--- src/rtl/msi_pkg.sv ---
package msi_pkg;
  typedef enum logic [1:0] {LN_INV = 2'd0, LN_SHR = 2'd1, LN_MOD = 2'd2} line_st_e;
  typedef enum logic [2:0] {
    BC_NONE = 3'd0, BC_RD = 3'd1, BC_RDX = 3'd2, BC_INV = 3'd3, BC_WB = 3'd4, BC_REPLY = 3'd5
  } bus_cmd_e;
  typedef enum logic [1:0] {OP_LOAD = 2'd0, OP_STORE = 2'd1, OP_EVICT = 2'd2} req_op_e;
  typedef enum logic [1:0] {CT_IDLE = 2'd0, CT_ISSUE = 2'd1, CT_WAIT = 2'd2} ctl_st_e;
endpackage

--- src/rtl/msi_rst_sync.sv ---
module msi_rst_sync (
  input  logic clk,
  input  logic rst_n,
  output logic rst_n_sync
);
  logic [1:0] sync_q;

  always_ff @(posedge clk or negedge rst_n) begin
    if (!rst_n) sync_q <= 2'b00;
    else        sync_q <= {sync_q[0], 1'b1};
  end

  assign rst_n_sync = sync_q[1];
endmodule

--- src/rtl/msi_line_array.sv ---
module msi_line_array
  import msi_pkg::*;
#(
  parameter int LINES  = 4,
  parameter int TAG_W  = 4,
  parameter int DATA_W = 8,
  localparam int IDX_W = $clog2(LINES)
) (
  input  logic              clk,
  input  logic              rst_n,
  input  logic [IDX_W-1:0]  ra_idx,
  output line_st_e          ra_st,
  output logic [TAG_W-1:0]  ra_tag,
  output logic [DATA_W-1:0] ra_data,
  input  logic [IDX_W-1:0]  rb_idx,
  output line_st_e          rb_st,
  output logic [TAG_W-1:0]  rb_tag,
  output logic [DATA_W-1:0] rb_data,
  input  logic              wr_en,
  input  logic              wr_fill,
  input  logic [IDX_W-1:0]  wr_idx,
  input  line_st_e          wr_st,
  input  logic [TAG_W-1:0]  wr_tag,
  input  logic [DATA_W-1:0] wr_data,
  input  logic              sn_en,
  input  logic [IDX_W-1:0]  sn_idx,
  input  line_st_e          sn_st
);
  line_st_e          st_all   [LINES];
  logic [TAG_W-1:0]  tag_all  [LINES];
  logic [DATA_W-1:0] data_all [LINES];

  for (genvar g = 0; g < LINES; g++) begin : g_line
    line_st_e          st_q;
    logic [TAG_W-1:0]  tag_q;
    logic [DATA_W-1:0] data_q;
    logic              own_wr, own_sn;

    assign own_wr = wr_en && (wr_idx == IDX_W'(g));
    assign own_sn = sn_en && (sn_idx == IDX_W'(g));

    always_ff @(posedge clk or negedge rst_n) begin
      if (!rst_n)      st_q <= LN_INV;
      else if (own_wr) st_q <= wr_st;
      else if (own_sn) st_q <= sn_st;
    end

    always_ff @(posedge clk) begin
      if (own_wr && wr_fill) begin
        tag_q  <= wr_tag;
        data_q <= wr_data;
      end
    end

    assign st_all[g]   = st_q;
    assign tag_all[g]  = tag_q;
    assign data_all[g] = data_q;
  end

  assign ra_st   = st_all[ra_idx];
  assign ra_tag  = tag_all[ra_idx];
  assign ra_data = data_all[ra_idx];
  assign rb_st   = st_all[rb_idx];
  assign rb_tag  = tag_all[rb_idx];
  assign rb_data = data_all[rb_idx];
endmodule

--- src/rtl/msi_snoop_decide.sv ---
module msi_snoop_decide
  import msi_pkg::*;
#(
  parameter int TAG_W  = 4,
  parameter int DATA_W = 8
) (
  input  logic              snp_valid,
  input  logic [2:0]        snp_cmd,
  input  logic [TAG_W-1:0]  snp_tag,
  input  line_st_e          line_st,
  input  logic [TAG_W-1:0]  line_tag,
  input  logic [DATA_W-1:0] line_data,
  output logic              upd,
  output line_st_e          new_st,
  output logic              reply_v,
  output logic [DATA_W-1:0] reply_data
);
  logic held;

  assign held       = snp_valid && (line_st != LN_INV) && (line_tag == snp_tag);
  assign reply_data = line_data;

  always_comb begin
    upd     = 1'b0;
    new_st  = line_st;
    reply_v = 1'b0;
    if (held) begin
      unique case (bus_cmd_e'(snp_cmd))
        BC_RD: if (line_st == LN_MOD) begin
          upd = 1'b1; new_st = LN_SHR; reply_v = 1'b1;
        end
        BC_RDX: begin
          upd = 1'b1; new_st = LN_INV; reply_v = (line_st == LN_MOD);
        end
        BC_INV: if (line_st == LN_SHR) begin
          upd = 1'b1; new_st = LN_INV;
        end
        default: ;
      endcase
    end
  end
endmodule

--- src/rtl/msi_snoop_ctrl.sv ---
module msi_snoop_ctrl
  import msi_pkg::*;
#(
  parameter int ADDR_W = 6,
  parameter int DATA_W = 8,
  parameter int LINES  = 4
) (
  input  logic              clk,
  input  logic              rst_n,
  input  logic              req_valid,
  input  logic [1:0]        req_op,
  input  logic [ADDR_W-1:0] req_addr,
  input  logic [DATA_W-1:0] req_wdata,
  output logic              req_ready,
  output logic              resp_valid,
  output logic [DATA_W-1:0] resp_rdata,
  input  logic              snp_valid,
  input  logic [2:0]        snp_cmd,
  input  logic [ADDR_W-1:0] snp_addr,
  input  logic [DATA_W-1:0] snp_data,
  output logic              bus_valid,
  output logic [2:0]        bus_cmd,
  output logic [ADDR_W-1:0] bus_addr,
  output logic [DATA_W-1:0] bus_data
);
  localparam int IDX_W = $clog2(LINES);
  localparam int TAG_W = ADDR_W - IDX_W;

  logic rst_n_s;
  msi_rst_sync u_rst (.clk(clk), .rst_n(rst_n), .rst_n_sync(rst_n_s));

  ctl_st_e           ctl_q, ctl_d;
  req_op_e           p_op_q;
  logic [ADDR_W-1:0] p_addr_q;
  logic [DATA_W-1:0] p_wdata_q;
  logic              lat_en;
  logic              bo_v_d, rs_v_d;
  bus_cmd_e          bo_cmd_d;
  logic [ADDR_W-1:0] bo_addr_d;
  logic [DATA_W-1:0] bo_data_d, rs_data_d;

  line_st_e          a_st, b_st, wr_st, sn_st;
  logic [TAG_W-1:0]  a_tag, b_tag, wr_tag;
  logic [DATA_W-1:0] a_data, b_data, wr_data, sn_rdata;
  logic              wr_en, wr_fill, sn_upd, sn_reply;
  logic [IDX_W-1:0]  wr_idx;
  logic              accept, a_hit;
  req_op_e           op;
  bus_cmd_e          miss_cmd, p_miss_cmd;

  msi_line_array #(.LINES(LINES), .TAG_W(TAG_W), .DATA_W(DATA_W)) u_lines (
    .clk(clk), .rst_n(rst_n_s),
    .ra_idx(req_addr[IDX_W-1:0]), .ra_st(a_st), .ra_tag(a_tag), .ra_data(a_data),
    .rb_idx(snp_addr[IDX_W-1:0]), .rb_st(b_st), .rb_tag(b_tag), .rb_data(b_data),
    .wr_en(wr_en), .wr_fill(wr_fill), .wr_idx(wr_idx), .wr_st(wr_st),
    .wr_tag(wr_tag), .wr_data(wr_data),
    .sn_en(sn_upd), .sn_idx(snp_addr[IDX_W-1:0]), .sn_st(sn_st)
  );

  msi_snoop_decide #(.TAG_W(TAG_W), .DATA_W(DATA_W)) u_snoop (
    .snp_valid(snp_valid), .snp_cmd(snp_cmd), .snp_tag(snp_addr[ADDR_W-1:IDX_W]),
    .line_st(b_st), .line_tag(b_tag), .line_data(b_data),
    .upd(sn_upd), .new_st(sn_st), .reply_v(sn_reply), .reply_data(sn_rdata)
  );

  assign req_ready  = (ctl_q == CT_IDLE) && !snp_valid;
  assign accept     = req_valid && req_ready;
  assign op         = req_op_e'(req_op);
  assign a_hit      = (a_st != LN_INV) && (a_tag == req_addr[ADDR_W-1:IDX_W]);
  assign miss_cmd   = (op == OP_STORE) ? BC_RDX : BC_RD;
  assign p_miss_cmd = (p_op_q == OP_STORE) ? BC_RDX : BC_RD;

  always_comb begin
    ctl_d     = ctl_q;
    lat_en    = 1'b0;
    bo_v_d    = 1'b0;
    bo_cmd_d  = BC_NONE;
    bo_addr_d = '0;
    bo_data_d = '0;
    rs_v_d    = 1'b0;
    rs_data_d = resp_rdata;
    wr_en     = 1'b0;
    wr_fill   = 1'b0;
    wr_idx    = req_addr[IDX_W-1:0];
    wr_st     = LN_INV;
    wr_tag    = req_addr[ADDR_W-1:IDX_W];
    wr_data   = req_wdata;
    if (sn_reply) begin
      bo_v_d = 1'b1; bo_cmd_d = BC_REPLY; bo_addr_d = snp_addr; bo_data_d = sn_rdata;
    end
    unique case (ctl_q)
      CT_IDLE: if (accept) begin
        lat_en = 1'b1;
        if (op == OP_EVICT) begin
          rs_v_d = 1'b1; rs_data_d = '0;
          if (a_hit) wr_en = 1'b1;
          if (a_hit && a_st == LN_MOD) begin
            bo_v_d = 1'b1; bo_cmd_d = BC_WB; bo_addr_d = req_addr; bo_data_d = a_data;
          end
        end else if (a_hit && op == OP_LOAD) begin
          rs_v_d = 1'b1; rs_data_d = a_data;
        end else if (a_hit) begin
          wr_en = 1'b1; wr_fill = 1'b1; wr_st = LN_MOD;
          rs_v_d = 1'b1; rs_data_d = req_wdata;
          if (a_st == LN_SHR) begin
            bo_v_d = 1'b1; bo_cmd_d = BC_INV; bo_addr_d = req_addr;
          end
        end else begin
          wr_en = 1'b1;
          if (a_st == LN_MOD) begin
            bo_v_d = 1'b1; bo_cmd_d = BC_WB; bo_addr_d = {a_tag, req_addr[IDX_W-1:0]};
            bo_data_d = a_data; ctl_d = CT_ISSUE;
          end else begin
            bo_v_d = 1'b1; bo_cmd_d = miss_cmd; bo_addr_d = req_addr; ctl_d = CT_WAIT;
          end
        end
      end
      CT_ISSUE: if (!sn_reply) begin
        bo_v_d = 1'b1; bo_cmd_d = p_miss_cmd; bo_addr_d = p_addr_q; ctl_d = CT_WAIT;
      end
      CT_WAIT: if (snp_valid && bus_cmd_e'(snp_cmd) == BC_REPLY && snp_addr == p_addr_q) begin
        wr_en   = 1'b1;
        wr_fill = 1'b1;
        wr_idx  = p_addr_q[IDX_W-1:0];
        wr_tag  = p_addr_q[ADDR_W-1:IDX_W];
        wr_st   = (p_op_q == OP_STORE) ? LN_MOD : LN_SHR;
        wr_data = (p_op_q == OP_STORE) ? p_wdata_q : snp_data;
        rs_v_d  = 1'b1;
        rs_data_d = wr_data;
        ctl_d   = CT_IDLE;
      end
      default: ctl_d = CT_IDLE;
    endcase
  end

  always_ff @(posedge clk or negedge rst_n_s) begin
    if (!rst_n_s) begin
      ctl_q      <= CT_IDLE;
      bus_valid  <= 1'b0;
      bus_cmd    <= '0;
      bus_addr   <= '0;
      bus_data   <= '0;
      resp_valid <= 1'b0;
      resp_rdata <= '0;
      p_op_q     <= OP_LOAD;
      p_addr_q   <= '0;
      p_wdata_q  <= '0;
    end else begin
      ctl_q      <= ctl_d;
      bus_valid  <= bo_v_d;
      bus_cmd    <= bo_cmd_d;
      bus_addr   <= bo_addr_d;
      bus_data   <= bo_data_d;
      resp_valid <= rs_v_d;
      resp_rdata <= rs_data_d;
      if (lat_en) begin
        p_op_q    <= op;
        p_addr_q  <= req_addr;
        p_wdata_q <= req_wdata;
      end
    end
  end
endmodule

--- config.mk ---
export PLATFORM = sky130hd
export DESIGN_NAME = msi_snoop_ctrl
export DESIGN_NICKNAME = d
export VERILOG_FILES = /design/src/rtl/msi_pkg.sv /design/src/rtl/msi_rst_sync.sv /design/src/rtl/msi_line_array.sv /design/src/rtl/msi_snoop_decide.sv /design/src/rtl/msi_snoop_ctrl.sv
export SDC_FILE = /design/constraint.sdc
export NUM_CORES = 1
export LEC_CHECK = 0
export ABC_CLOCK_PERIOD_IN_PS = 2200
export BUFFER_PORTS_ARGS = -buffer_cell sky130_fd_sc_hd__buf_2
export CAP_MARGIN = 20
export CORE_ASPECT_RATIO = 1.75
export CORE_MARGIN = 2
export CORE_UTILIZATION = 55
export CTS_CLUSTER_DIAMETER = 30
export CTS_CLUSTER_SIZE = 16
export DETAILED_ROUTE_END_ITERATION = 7
export PLACE_DENSITY = 0.84
export SLEW_MARGIN = 20
export SYNTH_ARGS = -nofsm -noshare
export SYNTH_HDL_FRONTEND = slang
export SYNTH_SLANG_ARGS = --single-unit
--- constraint.sdc ---
create_clock -name clk -period 2.2 [get_ports clk]
set_input_delay 0 -clock clk [delete_from_list [all_inputs] [get_ports clk]]
set_output_delay 0 -clock clk [all_outputs]
set_load 0.01 [all_outputs]
==> out/results.ini <==
[placement]
postPlaceCellArea_um2=6260
routabilityCongestion=0.981
dp_cells=670
dp_hpwl_mm=11.4
port_buffers=64

[logic_synthesis]
ys_ff_latch=103
ys_top_cells_by_area=edfxtp_1 (27%), dfrtp_1 (26%), mux4_2 (11%)
postSynthCellCount=446
syn_nets=483
netlist-cell-type-count=56
async_reset_ff_frac=0.534
synthFlopType=dfrtp_1
synth_seq_area_share=0.527
yosysWarningCount=0
post_synth_instance_area_um2=5350
synth_top_area_share=0.269
synth_top_area_cell=edfxtp_1
avgSynthCellArea_um2=12.0
synth_edf_count=48

[detailed_routing]
drcViolationCount=0
drt-initial-drc-count=851
via_per_inst=6.94
drt_first_pass_iters=6
wire_per_inst_um=27.6
vias=5025
ant_nets=0
routed_wl_mm=20.0

[final_layout]
final_cells=724
nNetsFinal=634
fill_cells=516
synthToLayoutAreaGrowth_pct=36.3
fin_util=0.770
drive_above_1_share=0.425
n_antenna_cell=0
final_area_um2=7290

[power_and_ir_drop]
vdd_drop_max_mv=0.725
power_leakage_nw=3.14
p_per_area_nw_per_um2=594

[worst_hold_path]
holdPathEnd=bus_addr[3]$_DFF_PN0_
hp-start=snp_addr[3]
hold_class=input pin to flop
holdPathStages=3

[sta]
rsz0062_at_grt=true
finalCriticalPeriod_ns=2.89
worst_slack_ns=-0.694
post-route-period-util=1.32
finalSetupViolations=97
fmax_ghz=0.346
hold_viol_final=0
slew-limit-headroom=0.364
worst_pin_slew_ns=0.951
slew_violations=0
fin_hold_ws_ns=0.0387
fin_skew_ns=0.0109

[setup_path]
end_kind=flop
path_max_fanout=10
critPathKind=flop to flop
regToRegEndpoint=u_lines.g_line[2].tag_q[2]$_DFFE_PP_
timing.rr.start=u_lines.g_line[0].tag_q[2]$_DFFE_PP_
critPathLaunchType=flop
r2r_slack_ns=-0.69
reg2reg_depth=8
cp.required_ns=2.32
cp.arrival_ns=3.01

[floorplan]
initial_core_util=0.565
core_area_um2=9470
die_w_um=78.5
die_y_um=134
rows=47
ios=65
dieArea_um2=10600

[cts]
clock-sinks=103
ctsHtreeMaxLevel=3
ctsRootBufferMaster=clkbuf_16
clkTransAtPathRegs_ns=0.07
clockBufferDepth=2
clock_latency_ns=0.36
cts_tree=built
numCtsBuffers=9

[grt]
grt_start_max_net_pins=29
grt.met3_usage=0.0769
antenna_found_initial=0
grt_pass1_vias=5238
grt_first_pass_wirelength_mm=28.9
use_met2=0.632
top_usage_layer=met2
gr-usage-met1=0.412
grt.total_usage=0.374
overflow=0

[run_status]
status=complete, but fails checks
failed_checks=setup timing

[job]
drv_cap=0

==> registers in the layout (all words and copies together), names as in the netlist, 6 cells and up <==
signal                 count
p_wdata_q                  8
u_lines.g_line.data_q     32
u_lines.g_line.st_q        8
p_addr_q                   6
bus_addr                   6
bus_data                   8
u_lines.g_line.tag_q      16
resp_rdata                 8
==> cell usage after synthesis (5+ instances only) <==
library cell / number
nor2_1: 14
buf_2: 9
o22ai_1: 7
nor2b_1: 16
dfrtp_1: 55
clkbuf_1: 11
xnor2_1: 7
edfxtp_1: 48
o21ai_0: 27
a21oi_1: 7
nand2b_1: 5
mux2i_1: 8
nand2_1: 77
o211a_1: 9
nand3_1: 25
xor2_1: 6
o21a_1: 9
a22o_1: 8
mux4_2: 27
==> power by group <==
group / internal, mW / total (mW) / leakage [nW] / switching, mW
logic: 0.241 / 0.542 / 1.82 / 0.301
clock network: 0.899 / 1.68 / 0.150 / 0.785
registers: 2.06 / 2.11 / 1.17 / 0.0427
total: 3.20 / 4.33 / 3.14 / 1.13
==> cells in the final DEF, fill, tap and decap left out, types with 10 or more instances in the layout <==
cell type	count
nand2_1	75
buf_4	66
buf_2	64
dfrtp_1	53
edfxtp_1	48
mux4_2	27
dlygate4sd3_1	16
o21ai_1	14
nand3_1	14
nor2b_1	13
o21ai_0	13
buf_6	11
nor2_1	10
buf_12	10
==> metrics by stage <==
stage | power (mW) | setup TNS, ns | setup slack, ns
2_1_floorplan | 2.39 | -12.07 | -0.268
3_3_place_gp | 2.57 | -27.00 | -0.319
3_5_place_dp | 2.59 | -43.70 | -0.525
4_1_cts | 4.23 | -26.24 | -0.395
5_1_grt | 4.42 | -49.47 | -0.688
6_report | 4.33 | -46.89 | -0.694
==> what timing repair did <==
| action | in CTS | in global routing |
|---|---|---|
| gates resized for setup | 45 | 24 |
| pin swaps | 12 | 12 |
| hold endpoints to repair | 16 | 0 |
| buffers inserted | 19 | 6 |
| endpoints found under the setup margin | 133 | 133 |
| hold buffers | 16 | 0 |
==> how the worst max path moves through the flow <==
stage	startpoint	to	slack, ns	depth (start not counted)
5_1_grt	u_lines.g_line[3].tag_q[0]$_DFFE_PP_	u_lines.g_line[2].tag_q[0]$_DFFE_PP_	-0.69	8
2_1_floorplan	u_lines.g_line[3].tag_q[0]$_DFFE_PP_	u_lines.g_line[0].data_q[0]$_DFFE_PP_	-0.27	7
3_5_place_dp	u_lines.g_line[2].tag_q[3]$_DFFE_PP_	u_lines.g_line[0].tag_q[3]$_DFFE_PP_	-0.52	7
3_3_place_gp	u_lines.g_line[3].tag_q[3]$_DFFE_PP_	u_lines.g_line[0].tag_q[0]$_DFFE_PP_	-0.32	7
4_1_cts	u_lines.g_line[2].tag_q[3]$_DFFE_PP_	u_lines.g_line[2].tag_q[0]$_DFFE_PP_	-0.40	8
6_report	u_lines.g_line[0].tag_q[2]$_DFFE_PP_	u_lines.g_line[2].tag_q[2]$_DFFE_PP_	-0.69	8
==> per-layer routing <==
layer | wire length (µm) | vias to the layer above
met4 | 1760 | 0
met1 | 6070 | 2426
li1 | - | 1967
met3 | 1980 | 150
met2 | 10200 | 482
met5 | 0 | -
==> cell families after synthesis <==
| kind of cell | Yosys count | synth area share |
|---|---|---|
| buffers and inverters | 31 | 0.0267 |
| AND/OR/NAND/NOR | 161 | 0.146 |
| multiplexers | 39 | 0.137 |
| AO/OA/AOI/OAI | 94 | 0.129 |
| flip-flops | 103 | 0.527 |
| other | 1 | 0.000701 |
| XOR/XNOR | 17 | 0.0334 |
==> layout make-up <==
cell class / count / area, µm² / area share
tap: 122 / 153 / 0.0209
sequential: 103 / 2820 / 0.387
clock buffer: 9 / 225 / 0.0309
inverter: 4 / 15.0 / 0.00206
timing repair buffer: 167 / 1300 / 0.178
clock inverter: 7 / 76.3 / 0.0105
multi-input combinational: 312 / 2700 / 0.371
==> worst max-delay path, cell delays in order, from the launching register on <==
cell and delay, ns:
edfxtp_1 0.43, mux4_2 0.55, xnor2_2 0.24, nand4_4 0.17
or2_4 0.30, o31ai_4 0.42, o21ai_1 0.20, nor2b_4 0.18
buf_12 0.16
No activity file was read; power rests on OpenSTA's default activity.
